**config.mk**
```make
export PLATFORM = sky130hd
export DESIGN_NAME = stack_core
export DESIGN_NICKNAME = d
export VERILOG_FILES = /design/src/rtl/stk_pkg.sv /design/src/rtl/stk_alu.sv /design/src/rtl/stk_store.sv /design/src/rtl/stk_ctrl.sv /design/src/rtl/stack_core.sv
export SDC_FILE = /design/constraint.sdc
export NUM_CORES = 1
export LEC_CHECK = 0
export BUFFER_PORTS_ARGS = -buffer_cell sky130_fd_sc_hd__buf_2
export CORE_MARGIN = 8
export CORE_UTILIZATION = 58
export CTS_BUF_LIST = sky130_fd_sc_hd__clkbuf_4
export DETAILED_ROUTE_END_ITERATION = 12
export PLACE_DENSITY_LB_ADDON = 0.12
export SLEW_MARGIN = 20
export SYNTH_ARGS = -nofsm -noshare
export SYNTH_HDL_FRONTEND = slang
export SYNTH_SLANG_ARGS = --single-unit
export TNS_END_PERCENT = 20
```
**constraint.sdc**
```tcl
create_clock -name clk -period 6.9 [get_ports clk]
set_input_delay 0 -clock clk [delete_from_list [all_inputs] [get_ports clk]]
set_output_delay 0 -clock clk [all_outputs]
set_load 0.03 [all_outputs]
```
**src/rtl/stk_pkg.sv**
```systemverilog
package stk_pkg;

    typedef enum logic [2:0] {
        OP_PUSH = 3'd0,
        OP_POP  = 3'd1,
        OP_ADD  = 3'd2,
        OP_SUB  = 3'd3,
        OP_AND  = 3'd4,
        OP_OR   = 3'd5,
        OP_RSV6 = 3'd6,
        OP_RSV7 = 3'd7
    } op_e;

    typedef enum logic {
        ST_RUN,
        ST_FETCH
    } state_e;

endpackage

```
**src/rtl/stk_alu.sv**
```systemverilog
module stk_alu
    import stk_pkg::*;
#(
    parameter int W = 32
) (
    input  op_e          op,
    input  logic [W-1:0] lhs,
    input  logic [W-1:0] rhs,
    output logic [W-1:0] res
);

    always_comb begin
        unique case (op)
            OP_ADD:  res = lhs + rhs;
            OP_SUB:  res = lhs - rhs;
            OP_AND:  res = lhs & rhs;
            OP_OR:   res = lhs | rhs;
            default: res = lhs;
        endcase
    end

endmodule

```
**src/rtl/stk_store.sv**
```systemverilog
module stk_store #(
    parameter int W     = 32,
    parameter int DEPTH = 8,
    parameter int CW    = $clog2(DEPTH + 1)
) (
    input  logic          clk,
    input  logic          rst_n,
    input  logic          push_en,
    input  logic [W-1:0]  push_data,
    input  logic          pop_en,
    input  logic          reduce_en,
    input  logic [W-1:0]  reduce_data,
    output logic [W-1:0]  top,
    output logic [W-1:0]  second,
    output logic [CW-1:0] count
);

    localparam int IW = (DEPTH > 1) ? $clog2(DEPTH) : 1;

    logic [W-1:0]  ent [DEPTH];
    logic [CW-1:0] top_ix;
    logic [CW-1:0] sec_ix;

    assign top_ix = count - CW'(1);
    assign sec_ix = count - CW'(2);
    assign top    = ent[IW'(top_ix)];
    assign second = ent[IW'(sec_ix)];

    always_ff @(posedge clk or negedge rst_n) begin
        if (!rst_n) begin
            count <= '0;
        end else if (push_en) begin
            count <= count + CW'(1);
        end else if (pop_en || reduce_en) begin
            count <= count - CW'(1);
        end
    end

    always_ff @(posedge clk) begin
        if (push_en) begin
            ent[IW'(count)] <= push_data;
        end else if (reduce_en) begin
            ent[IW'(sec_ix)] <= reduce_data;
        end
    end


    count_bound_chk: assert property (@(posedge clk) disable iff (!rst_n)
        count <= CW'(DEPTH));


    push_grow_chk: assert property (@(posedge clk) disable iff (!rst_n)
        push_en |=> count == $past(count) + CW'(1));


    reduce_shrink_chk: assert property (@(posedge clk) disable iff (!rst_n)
        reduce_en |=> count == $past(count) - CW'(1));


    pop_nonempty_chk: assert property (@(posedge clk) disable iff (!rst_n)
        pop_en |-> count != '0);

endmodule

```
**src/rtl/stk_ctrl.sv**
```systemverilog
module stk_ctrl
    import stk_pkg::*;
#(
    parameter int DEPTH = 8,
    parameter int CW    = $clog2(DEPTH + 1)
) (
    input  logic          clk,
    input  logic          rst_n,
    input  logic          in_valid,
    input  op_e           in_op,
    input  logic [CW-1:0] count,
    output logic          in_ready,
    output logic          rd_en,
    output logic          wr_en,
    output logic          push_en,
    output logic          pop_en,
    output logic          reduce_en,
    output logic          ovf_flag,
    output logic          unf_flag
);

    state_e state, state_nx;
    logic   take;
    logic   full, has_one, has_two;
    logic   ovf_set, unf_set;

    assign full    = (count == CW'(DEPTH));
    assign has_one = (count != '0);
    assign has_two = (count > CW'(1));

    always_ff @(posedge clk or negedge rst_n) begin
        if (!rst_n) begin
            state    <= ST_RUN;
            ovf_flag <= 1'b0;
            unf_flag <= 1'b0;
        end else begin
            state    <= state_nx;
            ovf_flag <= ovf_flag | ovf_set;
            unf_flag <= unf_flag | unf_set;
        end
    end

    always_comb begin
        state_nx  = state;
        in_ready  = 1'b0;
        rd_en     = 1'b0;
        wr_en     = 1'b0;
        push_en   = 1'b0;
        pop_en    = 1'b0;
        reduce_en = 1'b0;
        ovf_set   = 1'b0;
        unf_set   = 1'b0;
        take      = 1'b0;
        unique case (state)
            ST_FETCH: begin
                push_en  = 1'b1;
                state_nx = ST_RUN;
            end
            ST_RUN: begin
                in_ready = 1'b1;
                take     = in_valid;
                if (take) begin
                    unique case (in_op)
                        OP_PUSH: begin
                            if (full) begin
                                ovf_set = 1'b1;
                            end else begin
                                rd_en    = 1'b1;
                                state_nx = ST_FETCH;
                            end
                        end
                        OP_POP: begin
                            if (has_one) begin
                                wr_en  = 1'b1;
                                pop_en = 1'b1;
                            end else begin
                                unf_set = 1'b1;
                            end
                        end
                        OP_ADD, OP_SUB, OP_AND, OP_OR: begin
                            if (has_two) reduce_en = 1'b1;
                            else         unf_set   = 1'b1;
                        end
                        default: ;
                    endcase
                end
            end
            default: state_nx = ST_RUN;
        endcase
    end


    fetch_stall_chk: assert property (@(posedge clk) disable iff (!rst_n)
        rd_en |=> (state == ST_FETCH) && !in_ready);


    fetch_single_chk: assert property (@(posedge clk) disable iff (!rst_n)
        (state == ST_FETCH) |=> in_ready);


    port_excl_chk: assert property (@(posedge clk) disable iff (!rst_n)
        !(rd_en && wr_en));


    ovf_sticky_chk: assert property (@(posedge clk) disable iff (!rst_n)
        ovf_flag |=> ovf_flag);


    unf_sticky_chk: assert property (@(posedge clk) disable iff (!rst_n)
        unf_flag |=> unf_flag);

endmodule

```
**src/rtl/stack_core.sv**
```systemverilog
module stack_core
    import stk_pkg::*;
#(
    parameter int W     = 32,
    parameter int DEPTH = 8,
    parameter int AW    = 8
) (
    input  logic          clk,
    input  logic          rst_n,
    input  logic          in_valid,
    output logic          in_ready,
    input  logic [2:0]    in_op,
    input  logic [AW-1:0] in_addr,
    output logic [AW-1:0] mem_addr,
    output logic          mem_rd_en,
    input  logic [W-1:0]  mem_rdata,
    output logic          mem_wr_en,
    output logic [W-1:0]  mem_wdata,
    output logic          ovf_flag,
    output logic          unf_flag
);

    localparam int CW = $clog2(DEPTH + 1);

    op_e           op;
    logic [CW-1:0] count;
    logic [W-1:0]  top, second, alu_res;
    logic          push_en, pop_en, reduce_en;

    assign op        = op_e'(in_op);
    assign mem_addr  = in_addr;
    assign mem_wdata = top;

    stk_ctrl #(.DEPTH(DEPTH), .CW(CW)) u_ctrl (
        .clk       (clk),
        .rst_n     (rst_n),
        .in_valid  (in_valid),
        .in_op     (op),
        .count     (count),
        .in_ready  (in_ready),
        .rd_en     (mem_rd_en),
        .wr_en     (mem_wr_en),
        .push_en   (push_en),
        .pop_en    (pop_en),
        .reduce_en (reduce_en),
        .ovf_flag  (ovf_flag),
        .unf_flag  (unf_flag)
    );

    stk_alu #(.W(W)) u_alu (
        .op  (op),
        .lhs (second),
        .rhs (top),
        .res (alu_res)
    );

    stk_store #(.W(W), .DEPTH(DEPTH), .CW(CW)) u_store (
        .clk         (clk),
        .rst_n       (rst_n),
        .push_en     (push_en),
        .push_data   (mem_rdata),
        .pop_en      (pop_en),
        .reduce_en   (reduce_en),
        .reduce_data (alu_res),
        .top         (top),
        .second      (second),
        .count       (count)
    );

endmodule

```
==> flow_metrics.tcl <==
set metrics [dict create \
    cp_slowest_stage_delay_ns 0.53 \
    cp_cell_sequence "inv_1, ha_4, xor2_4, buf_4, buf_4, a21oi_1, a21oi_1, o22ai_2, nor4_4, inv_1, nor4b_4, a21oi_1, xnor2_1, ha_1, a21oi_1, nor2b_1, o211ai_1, a21oi_1, or3_1, o21bai_1, a211o_1, a21o_1, a21o_1, a21oi_2" \
    period_needed_ns 6.42 \
    clk_root_buffer_cell "clkbuf_4" \
    drt_iter0_markers 1208 \
    path_class "flip-flop to flip-flop" \
    r2r_start "u_store.count[1]" \
    syn_inst 1220 \
    clk_path_buf_depth 3 \
    required_ns 7.30 \
    yosysUniqueCellTypes 83 \
    cts.clk_slew.worst_paths_ns 0.06 \
    dpl.cell_count 1621 \
    cts_sinks 263 \
    worst_clock_skew_ns 0.0602 \
    critPathSlowestCell "xor2_4" \
    drive_above_1_share 0.278 \
    synth.avg_cell_area_um2 13.5 \
    area_growth_pct 11.0 \
    cp_common_cell "a21oi_1" \
    grt_start_max_net_pins 80 \
    outcome "finished clean" \
    die_h_um 184 \
    netlist_area_um2 16400 \
    dieArea_um2 34000 \
    async_flop_share 0.0266 \
    vias_per_cell 6.73 \
    vias 11900 \
    dieWidth_um 184 \
    start_kind "flip-flop" \
    cp_max_fo 14 \
    rsz0062_at_grt "no" \
    clk_latency_ns 0.67 \
    final_net_count 1429 \
    ios 91 \
    routed_wl_mm 46.2 \
    arrival_ns 6.82 \
    ys.flop_type "edfxtp_1" \
    hp-class "input pin to output pin" \
    htreeDepth 3 \
    fmax_mhz 156 \
    synth-edff-count 256 \
    wl_per_cell_um 26.2 \
    crit_start "u_store.count[1]" \
    rows 61 \
    cts_made_buffers 69 \
    slew_violations 0 \
    routabilityCongestion 0.965 \
    crit_buf_inv 4 \
    gr-usage-all-layers 0.275 \
    drt_first_pass_iters 5 \
    setup_violations 0 \
    worst_pin_slew_ns 1.18 \
    port_buffers 74 \
    hp-start "in_addr[4]" \
    layoutNonFillerInstCount 1765 \
    antenna_left 0 \
    yosys_warnings 0 \
    core_area_um2 27900 \
    antenna_found_initial 1 \
    cap_violations 0 \
    hpwl_mm 30.9 \
    synth_nets 1307 \
    drc 0 \
    period_share 0.930 \
    end_kind "flip-flop" \
    hold_violations 0 \
    fin_setup_tns_ns 0 \
    initial_utilization 0.590 \
    ys_seq_area_frac 0.479 \
    grt_pass1_vias 11900 \
    gr-total-overflow 0 \
    slew_headroom 0.211 \
    cts_tree "yes" \
    critPathTopFamily "compound AO/OA/AOI/OAI gates" \
    yosys_register_bits 263 \
    fin_util 0.655 \
    grt_pass1_wl_mm 70.1 \
]
[area by class of cell]
type	count	area [µm²]
Antenna cell	1	2.50
Clock buffer	95	713
Clock inverter	20	159
Fill cell	2033	9620
Inverter	31	116
Multi-Input combinational cell	846	8020
Sequential cell	263	7870
Tap cell	378	473
Timing Repair Buffer	131	893
[flip-flops by register name, indices dropped and copies added (netlist names)]
name             count
u_store.ent        256
u_ctrl.unf_flag      1
u_ctrl.state         1
u_store.count        4
u_ctrl.ovf_flag      1
[path summary, 6_finish.rpt]
check,endpoint,slack (ns),cells after the start
setup / recovery,u_store.ent[6][31],0.48,24
hold / removal,mem_addr[4],0.00001,0
setup reg to reg,u_store.ent[6][31],0.48,24
hold reg to reg,u_ctrl.ovf_flag,0.46,1
max in group asynchronous,u_store.count[0],6.32,3
min in group asynchronous,u_ctrl.unf_flag,0.29,3
[cells in the mapped netlist (5+ instances only)]
library cell	number	area share
ha_1	40	0.030
xnor2_1	45	0.024
nor2b_1	10	0.0038
and2_1	5	0.0019
mux2i_1	19	0.012
or2_2	11	0.0042
nand3_1	15	0.0046
inv_1	27	0.0062
o21ai_0	46	0.014
nand2_1	103	0.024
buf_4	12	0.0055
mux4_2	90	0.12
edfxtp_1	256	0.47
maj3_1	20	0.012
and3_1	7	0.0027
nand2_2	6	0.0023
o31ai_1	6	0.0027
o32ai_1	6	0.0032
nand2b_1	11	0.0042
clkbuf_1	34	0.0078
a21o_1	20	0.0091
a21oi_1	74	0.023
buf_6	6	0.0041
dfrtp_1	7	0.011
nor2_1	76	0.017
a211oi_1	9	0.0041
buf_12	5	0.0061
a22oi_1	22	0.010
xor2_1	18	0.0096
nor3_1	16	0.0049
mux4_1	38	0.061
a31oi_1	12	0.0046
buf_2	13	0.0040
or3_1	8	0.0030
o22ai_1	9	0.0034
mux2_2	34	0.023
[per-stage QoR]
step / hold slack [ns] / setup WS, ns / instance area (µm²)
6_report: 0.0000132 / 0.482 / 18200
5_1_grt: 0.0000782 / 0.0207 / 18200
4_1_cts: 0.000222 / 0.508 / 18200
3_5_place_dp: -0.154 / 0.597 / 17100
3_3_place_gp: -0.154 / 0.728 / 17100
2_1_floorplan: -0.296 / 0.0871 / 16400
[placed cells by master (no fill, tap or decap), types with 7 or more instances in the layout]
cell	instances
nand2_1	103
clkbuf_4	95
xnor2_1	44
a211oi_1	9
edfxtp_1	256
a21o_1	20
ha_1	38
mux2i_1	19
nor2_1	72
buf_4	27
maj3_1	20
nand3_1	15
clkinv_1	13
dlygate4sd3_1	28
mux4_1	38
or2_2	11
nand2b_1	11
or3_1	8
mux4_2	90
a31oi_1	12
and3_1	7
buf_2	74
inv_1	27
xor2_1	17
a21oi_1	73
mux2_2	34
nor3_1	16
o22ai_1	9
o21ai_0	46
a22oi_1	22
[logic make-up after synthesis]
| family | count (synthesis) | synth area share |
|---|---|---|
| adders and majority gates | 63 | 0.0452 |
| DFF | 263 | 0.479 |
| and+or+nand+nor | 288 | 0.0848 |
| xor gates and xnor gates | 63 | 0.0336 |
| buffers and inverters | 111 | 0.0400 |
| AOI/OAI and AO/OA | 250 | 0.0981 |
| muxes | 182 | 0.220 |
[per-layer routing]
| layer | routed length [µm] | part of all wire | vias to the layer above | track usage |
|---|---|---|---|---|
| li1 | - | - | 5138 | - |
| met2 | 20800 | 0.45 | 735 | 0.418 |
| met5 | 0 | 0 | - | 0 |
| met3 | 4790 | 0.10 | 147 | 0.0693 |
| met1 | 18600 | 0.40 | 5864 | 0.365 |
| met4 | 2070 | 0.045 | 0 | 0.140 |
[timing repair]
item / CTS / global route
buffers inserted: 0 / 0
hold endpoints to repair: 208 / 0
resized for setup: 0 / 1
hold buffers: 28 / 0
setup endpoints to repair: 0 / 8
Power is left out: the tool's default activity adds up to more than one toggle a clock period on the data nets, which glitch-free logic cannot reach.
